[config.mk]
export PLATFORM = sky130hd
export DESIGN_NAME = wb_util_monitor
export DESIGN_NICKNAME = d
export VERILOG_FILES = /design/src/rtl/wum_pkg.sv /design/src/rtl/wum_cnt_bank.sv /design/src/rtl/wum_shadow_dir.sv /design/src/rtl/wb_util_monitor.sv
export SDC_FILE = /design/constraint.sdc
export NUM_CORES = 2
export LEC_CHECK = 0
export ABC_AREA = 1
export BUFFER_PORTS_ARGS = -buffer_cell sky130_fd_sc_hd__buf_2
export CORE_MARGIN = 5
export CORE_UTILIZATION = 55
export DETAILED_ROUTE_END_ITERATION = 12
export PLACE_DENSITY = 0.81
export SLEW_MARGIN = 25
export SYNTH_ARGS = -nofsm -noshare
export SYNTH_HDL_FRONTEND = slang
export SYNTH_SLANG_ARGS = --single-unit
[constraint.sdc]
create_clock -name clk_i -period 4.9 [get_ports clk_i]
set_input_delay 0.735 -clock clk_i [delete_from_list [all_inputs] [get_ports clk_i]]
set_output_delay 0.735 -clock clk_i [all_outputs]
set_load 0.005 [all_outputs]
[src/rtl/wum_pkg.sv]
`timescale 1ns/1ps
package wum_pkg;
  typedef enum logic {ACC_RD = 1'b0, ACC_WR = 1'b1} acc_kind_e;
endpackage

[src/rtl/wum_cnt_bank.sv]
`timescale 1ns/1ps
module wum_cnt_bank #(
  parameter int N     = 4,
  parameter int IDX_W = 2,
  parameter int CNT_W = 16
) (
  input  logic             clk_i,
  input  logic             rst_ni,
  input  logic             clr_i,
  input  logic             inc_i,
  input  logic [IDX_W-1:0] inc_idx_i,
  input  logic [IDX_W-1:0] rd_idx_i,
  output logic [CNT_W-1:0] rd_cnt_o
);
  logic [CNT_W-1:0] cnt [N];

  for (genvar g = 0; g < N; g++) begin : g_cnt
    logic [CNT_W-1:0] cnt_q;
    always_ff @(posedge clk_i or negedge rst_ni) begin
      if (!rst_ni)                                      cnt_q <= '0;
      else if (clr_i)                                   cnt_q <= '0;
      else if (inc_i && inc_idx_i == IDX_W'(g) && cnt_q != '1) cnt_q <= cnt_q + 1'b1;
    end
    assign cnt[g] = cnt_q;
  end

  assign rd_cnt_o = cnt[rd_idx_i];
endmodule

[src/rtl/wum_shadow_dir.sv]
`timescale 1ns/1ps
module wum_shadow_dir #(
  parameter int SETS  = 16,
  parameter int WAYS  = 4,
  parameter int TAG_W = 12,
  localparam int WAY_W = (WAYS > 1) ? $clog2(WAYS) : 1,
  localparam int SET_IW = (SETS > 1) ? $clog2(SETS) : 1
) (
  input  logic              clk_i,
  input  logic              rst_ni,
  input  logic              upd_i,
  input  logic [SET_IW-1:0] set_i,
  input  logic [TAG_W-1:0]  tag_i,
  input  logic              wr_i,
  output logic              hit_o,
  output logic [WAY_W-1:0]  sd_o,
  output logic [WAY_W-1:0]  wad_o,
  output logic              dirty_o
);
  logic [TAG_W-1:0] tag_q [SETS][WAYS];
  logic [WAY_W-1:0] pos_q [SETS][WAYS];
  logic [WAY_W-1:0] wad_q [SETS][WAYS];
  logic [WAYS-1:0]  vld_q [SETS];
  logic [WAYS-1:0]  dty_q [SETS];

  logic [WAYS-1:0]  hit_vec, vic_vec, sel_vec;
  logic [WAY_W-1:0] sel_way, old_pos, wad_cur, wad_max;
  logic             dty_cur, hit;

  always_comb begin
    hit_vec = '0;
    vic_vec = '0;
    for (int w = 0; w < WAYS; w++) begin
      hit_vec[w] = vld_q[set_i][w] && (tag_q[set_i][w] == tag_i);
      vic_vec[w] = (pos_q[set_i][w] == WAY_W'(WAYS - 1));
    end
  end

  assign hit     = |hit_vec;
  assign sel_vec = hit ? hit_vec : vic_vec;

  always_comb begin
    sel_way = '0;
    for (int w = 0; w < WAYS; w++)
      if (sel_vec[w]) sel_way = WAY_W'(w);
  end

  // on a miss the victim sits at the bottom, so old_pos is WAYS-1
  assign old_pos = pos_q[set_i][sel_way];
  assign wad_cur = wad_q[set_i][sel_way];
  assign dty_cur = dty_q[set_i][sel_way];
  assign wad_max = (dty_cur && old_pos > wad_cur) ? old_pos : wad_cur;

  assign hit_o   = hit;
  assign sd_o    = old_pos;
  assign wad_o   = wad_max;
  assign dirty_o = dty_cur;

  always_ff @(posedge clk_i or negedge rst_ni) begin
    if (!rst_ni) begin
      for (int s = 0; s < SETS; s++) begin
        vld_q[s] <= '0;
        dty_q[s] <= '0;
        for (int w = 0; w < WAYS; w++) begin
          tag_q[s][w] <= '0;
          pos_q[s][w] <= WAY_W'(w);
          wad_q[s][w] <= '0;
        end
      end
    end else if (upd_i) begin
      for (int w = 0; w < WAYS; w++) begin
        if (WAY_W'(w) == sel_way) begin
          pos_q[set_i][w] <= '0;
          if (hit) begin
            if (wr_i) begin
              wad_q[set_i][w] <= '0;
              dty_q[set_i][w] <= 1'b1;
            end else begin
              wad_q[set_i][w] <= wad_max;
            end
          end else begin
            tag_q[set_i][w] <= tag_i;
            vld_q[set_i][w] <= 1'b1;
            dty_q[set_i][w] <= wr_i;
            wad_q[set_i][w] <= '0;
          end
        end else if (pos_q[set_i][w] < old_pos) begin
          pos_q[set_i][w] <= pos_q[set_i][w] + 1'b1;
        end
      end
    end
  end
endmodule

[src/rtl/wb_util_monitor.sv]
`timescale 1ns/1ps
module wb_util_monitor
  import wum_pkg::*;
#(
  parameter int WAYS       = 4,
  parameter int SET_W      = 6,
  parameter int TAG_W      = 12,
  parameter int SAMPLE_LOG = 2,
  parameter int CNT_W      = 16,
  localparam int WAY_W = (WAYS > 1) ? $clog2(WAYS) : 1,
  localparam int SH_W  = SET_W - SAMPLE_LOG,
  localparam int SETS  = 1 << SH_W
) (
  input  logic             clk_i,
  input  logic             rst_ni,
  input  logic             acc_valid_i,
  output logic             acc_ready_o,
  input  logic [SET_W-1:0] acc_set_i,
  input  logic [TAG_W-1:0] acc_tag_i,
  input  logic             acc_wr_i,
  input  logic             clr_i,
  input  logic [WAY_W-1:0] rd_sel_i,
  output logic [CNT_W-1:0] rd_hit_o,
  output logic [CNT_W-1:0] rd_awb_o
);
  logic            acc_sampled;
  logic [SH_W-1:0] acc_shset;

  if (SAMPLE_LOG == 0) begin : g_all_sets
    assign acc_sampled = 1'b1;
    assign acc_shset   = acc_set_i;
  end else begin : g_sub_sets
    assign acc_sampled = (acc_set_i[SAMPLE_LOG-1:0] == '0);
    assign acc_shset   = acc_set_i[SET_W-1:SAMPLE_LOG];
  end

  logic             pend_vld_q;
  logic [SH_W-1:0]  pend_set_q;
  logic [TAG_W-1:0] pend_tag_q;
  acc_kind_e        pend_kind_q;
  logic             accept;

  // hold off a same-set access while that set is in its update cycle
  assign acc_ready_o = !(pend_vld_q && acc_sampled && (acc_shset == pend_set_q));
  assign accept      = acc_valid_i && acc_ready_o && acc_sampled;

  always_ff @(posedge clk_i or negedge rst_ni) begin
    if (!rst_ni) begin
      pend_vld_q  <= 1'b0;
      pend_set_q  <= '0;
      pend_tag_q  <= '0;
      pend_kind_q <= ACC_RD;
    end else begin
      pend_vld_q <= accept;
      if (accept) begin
        pend_set_q  <= acc_shset;
        pend_tag_q  <= acc_tag_i;
        pend_kind_q <= acc_wr_i ? ACC_WR : ACC_RD;
      end
    end
  end

  logic             dir_hit, dir_dirty;
  logic [WAY_W-1:0] dir_sd, dir_wad;
  logic             pend_wr;

  assign pend_wr = (pend_kind_q == ACC_WR);

  wum_shadow_dir #(.SETS(SETS), .WAYS(WAYS), .TAG_W(TAG_W)) dir_i (
    .clk_i   (clk_i),
    .rst_ni  (rst_ni),
    .upd_i   (pend_vld_q),
    .set_i   (pend_set_q),
    .tag_i   (pend_tag_q),
    .wr_i    (pend_wr),
    .hit_o   (dir_hit),
    .sd_o    (dir_sd),
    .wad_o   (dir_wad),
    .dirty_o (dir_dirty)
  );

  logic hit_inc, awb_inc;
  assign hit_inc = pend_vld_q && dir_hit;
  assign awb_inc = pend_vld_q && dir_hit && pend_wr && dir_dirty;

  wum_cnt_bank #(.N(WAYS), .IDX_W(WAY_W), .CNT_W(CNT_W)) hit_bank_i (
    .clk_i     (clk_i),
    .rst_ni    (rst_ni),
    .clr_i     (clr_i),
    .inc_i     (hit_inc),
    .inc_idx_i (dir_sd),
    .rd_idx_i  (rd_sel_i),
    .rd_cnt_o  (rd_hit_o)
  );

  wum_cnt_bank #(.N(WAYS), .IDX_W(WAY_W), .CNT_W(CNT_W)) awb_bank_i (
    .clk_i     (clk_i),
    .rst_ni    (rst_ni),
    .clr_i     (clr_i),
    .inc_i     (awb_inc),
    .inc_idx_i (dir_wad),
    .rd_idx_i  (rd_sel_i),
    .rd_cnt_o  (rd_awb_o)
  );
endmodule

==> flow_metrics.env <==
export IMPL_violations="setup timing"
export IMPL_synth_compound_area_share=0.140
export IMPL_synth_seq_area_share=0.490
export IMPL_maxSlewViolCount=0
export IMPL_post_route_period_util=1.02
export IMPL_core_area_sq_mm=0.120
export IMPL_total_leakage_power_nw=38.3
export IMPL_grt_overflow_total=0
export IMPL_grt_total_usage=0.357
export IMPL_cts_htree_levels=4
export IMPL_grt_pass1_wl_microns=356000
export IMPL_antenna_found_initial=6
export IMPL_p_per_area_mw_per_mm2=361
export IMPL_worst_skew_pair_late_latency_ps=810
export IMPL_p_clk_frac=0.409
export IMPL_clockRootBuffer="clkbuf_16"
export IMPL_hpwlAfterDp_microns=154000
export IMPL_firstDrtPassIters=7
export IMPL_dieHeight_microns=357
export IMPL_synth_top_family_by_area="simple AND/OR/NAND/NOR gates"
export IMPL_start_util=0.554
export IMPL_grt_max_degree=137
export IMPL_worstPathRequired_ps=5580
export IMPL_nFillCells=9894
export IMPL_numPortBuffers=57
export IMPL_switching_share=0.300
export IMPL_synth_area_sq_mm=0.0664
export IMPL_p_sw_mw=8.44
export IMPL_post_dp_cell_area_sq_mm=0.0717
export IMPL_min_period_ps=4990
export IMPL_worstMarginPinSlew_ps=1010
export IMPL_drive_above_1_share=0.127
export IMPL_syn_area_per_cell_sq_um=7.44
export IMPL_final_hold_viol_count=0
export IMPL_synthMuxAreaShare=0.00433
export IMPL_crit_type="flip-flop to flip-flop"
export IMPL_min_path_type="primary input to asynchronous set/reset pin"
export IMPL_status="finished with violations"
export IMPL_rr_endpoint="dir_i.wad_q[112]"
export IMPL_fin_nets=9195
export IMPL_multi_input_area_sq_mm=0.0297
export IMPL_cp_startpoint="pend_set_q[0]"
export IMPL_postRouteAntennaNets=0
export IMPL_drv_cap=0
export IMPL_vias=65300
export IMPL_timing_fmax_mhz=201
export IMPL_crit_reg2reg_launch="pend_set_q[0]"
export IMPL_reg2regPathDepth=31
export IMPL_synth_edff_count=0
export IMPL_power_frac_comb=0.180
export IMPL_slowest_delay_ps=480
export IMPL_p_int_mw=19.7
export IMPL_fin_worst_skew_ps=34.8
export IMPL_ff2ff_setup_slack_ps=-90
export IMPL_ys_ff_latch=1298
export IMPL_synthFlopType="dfrtp_1"
export IMPL_rsz0062_at_grt="yes"
export IMPL_final_area_sq_mm=0.0780
export IMPL_ys_warn_count=0
export IMPL_via_per_inst=6.00
export IMPL_clockBufferDepth=3
export IMPL_worstPathArrival_ps=5660
export IMPL_vdd_ir_drop_max_v=0.000399
export IMPL_grt_pass1_vias=62500
export IMPL_gp_congestion=1.01
export IMPL_worst_slack_ps=-86.1
export IMPL_synthToLayoutAreaGrowth_pct=17.4
export IMPL_synthArstFlopShare=1.00
export IMPL_ys_types=63
export IMPL_drc=0
export IMPL_drt_wl_total_microns=234000
export IMPL_max_slew_margin=0.325
export IMPL_startpoint_type="flip-flop"
export IMPL_slowest_stage="dfrtp_4"
export IMPL_power_frac_seq=0.412
export IMPL_synthCells=8923
export IMPL_synth_fa_ha_area_frac=0.00320
export IMPL_top_level_ports=58
export IMPL_crit_path_max_fanout=20
export IMPL_finalSetupViolations=69
export IMPL_wl_per_cell_microns=21.5
export IMPL_cts_sinks=1298
export IMPL_cts_tree="built"
export IMPL_yosys_area_share_simple=0.284
export IMPL_final_seq_area_sq_mm=0.0326
export IMPL_end_kind="flip-flop"
export IMPL_drt_iter0_drc=9137
export IMPL_dieArea_sq_mm=0.128
export IMPL_cpMostUsedCell="nand2_1"
export IMPL_synth_xor_area_frac=0.00923
export IMPL_clk_pin_slew_worst_paths_ps=60
export IMPL_die_x_microns=357
export IMPL_cts_buffers=143
export IMPL_rows=127
export IMPL_setup_tns_final_ps=-1480
export IMPL_syn_nets=8965
==> logic make-up (layout without fill, tap and decap cells) <==
family,count (synthesis),after routing
AOI/OAI and AO/OA,1707,1707
adders and majority gates,17,17
xor gates and xnor gates,70,70
buffers and inverters,1141,1484
muxes,28,28
and+or+nand+nor,4662,4663
DFF,1298,1298
other,0,4
==> cells in the final DEF (no fill, tap or decap), types with 33 or more instances in the layout <==
| cell | n |
|---|---|
| buf_4 | 415 |
| buf_2 | 57 |
| a22oi_1 | 116 |
| nand2_1 | 3492 |
| clkbuf_16 | 154 |
| nand4_1 | 121 |
| a21oi_1 | 169 |
| o21ai_0 | 884 |
| nand3_1 | 313 |
| o21ai_1 | 308 |
| inv_2 | 45 |
| buf_12 | 111 |
| o22ai_1 | 113 |
| nand2_2 | 38 |
| dfstp_2 | 64 |
| dfrtp_1 | 1231 |
| o21ai_2 | 33 |
| nor3_1 | 75 |
| nor2_1 | 467 |
| inv_1 | 542 |
| xor2_1 | 61 |
==> critical path, delay by kind of cell, from the launching register on <==
kind            cells  cell delay (ps)
simple gates       20             2210
buf+inv             6             1050
flops               1              480
compound gates      3              430
fa+ha+maj           1              370
mux                 1              260
==> power by group through the flow <==
stage	sequential [mW]	clock (mW)	combinational [mW]
2_1_floorplan	11.6	0	2.31
4_1_cts	11.6	11.5	4.66
3_5_place_dp	11.7	0	4.55
5_1_grt	11.6	12.0	5.33
6_report	11.6	11.5	5.05
3_3_place_gp	11.7	0	4.50
==> routing by layer <==
metal  GRT usage  share of wire
met5           0        0.00027
met1       0.482           0.39
met4       0.181          0.056
met3      0.0857           0.12
met2       0.540           0.44
==> state kept, by name, indices dropped and copies added, names as in the netlist <==
name,flops
dir_i.tag_q,768
dir_i.pos_q,128
dir_i.wad_q,128
awb_bank_i.g_cnt.cnt_q,64
dir_i.dty_q,64
dir_i.vld_q,64
hit_bank_i.g_cnt.cnt_q,64
pend_tag_q,12
pend_set_q,4
pend_kind_q,1
pend_vld_q,1
==> cell type report <==
type,instances,area share
Tap cell,1612,0.0259
Antenna cell,4,0.000128
Timing Repair inverter,1,0.000112
Inverter,602,0.0293
Sequential cell,1298,0.418
Clock buffer,206,0.0533
Multi-Input combinational cell,6485,0.381
Timing Repair Buffer,622,0.0821
Clock inverter,53,0.0104
==> how the worst max path moves through the flow <==
stage | to | slack [ps] | cells past startpoint
2_1_floorplan | dir_i.wad_q[56] | 280 | 27
6_report | dir_i.wad_q[112] | -90 | 31
3_5_place_dp | dir_i.wad_q[120] | -300 | 33
5_1_grt | awb_bank_i.g_cnt[3].cnt_q[7] | -240 | 34
4_1_cts | dir_i.wad_q[7] | 4 | 35
3_3_place_gp | dir_i.wad_q[78] | -160 | 34
==> through the flow <==
step                total power, mW  setup slack, ps  utilization  cells  hold slack (ps)
global route                   28.9             -245        0.650  10900             67.7
detailed placement             16.3             -296        0.598  10600              436
global placement               16.2             -162        0.598  10600              431
finish                         28.1            -86.1        0.650  10900             11.9
floorplan                      14.0              277            -   8923              419
CTS                            27.8             4.11        0.642  10800             17.9
==> synthesized netlist by cell type (3+ instances only) <==
cell / instances / area, sq um
xnor2_1: 9 / 78.8
nand2_4: 3 / 33.8
o211ai_1: 3 / 22.5
mux2i_1: 22 / 220
xor2_1: 61 / 534
nor2_2: 26 / 163
a2bb2oi_1: 5 / 43.8
nor3_1: 75 / 375
and3_1: 3 / 18.8
nor4_1: 24 / 150
or4_1: 4 / 30.0
mux2_2: 6 / 67.6
a21oi_1: 171 / 856
clkbuf_1: 325 / 1220
buf_1: 38 / 143
o21ai_0: 925 / 4630
nand2_1: 3529 / 13200
a32oi_1: 4 / 35.0
nor2_1: 478 / 1790
dfstp_2: 64 / 1680
dfrtp_1: 1234 / 30900
o221ai_1: 7 / 61.3
inv_1: 553 / 2080
nor2_4: 16 / 180
nand3_2: 5 / 50.1
a22oi_1: 120 / 901
nand3_1: 326 / 1630
clkinv_1: 11 / 41.3
o21ai_2: 8 / 70.1
a31oi_1: 8 / 50.1
buf_4: 21 / 158
nand2_2: 12 / 75.1
buf_6: 10 / 113
ha_1: 17 / 213
o21a_1: 12 / 90.1
o31ai_2: 3 / 37.5
o21ai_1: 292 / 1460
o31ai_1: 22 / 165
a211oi_1: 3 / 22.5
buf_2: 144 / 721
inv_2: 37 / 139
or2_2: 27 / 169
nand4_1: 121 / 757
o22ai_1: 113 / 707
==> timing repair <==
action | CTS | global route
hold buffers | 0 | 0
setup buffers | 9 | 19
pin swaps | 9 | 47
cloned | 3 | 12
setup endpoints to repair | 193 | 559
resized for setup | 39 | 150
(Power assumes the default switching activity.)
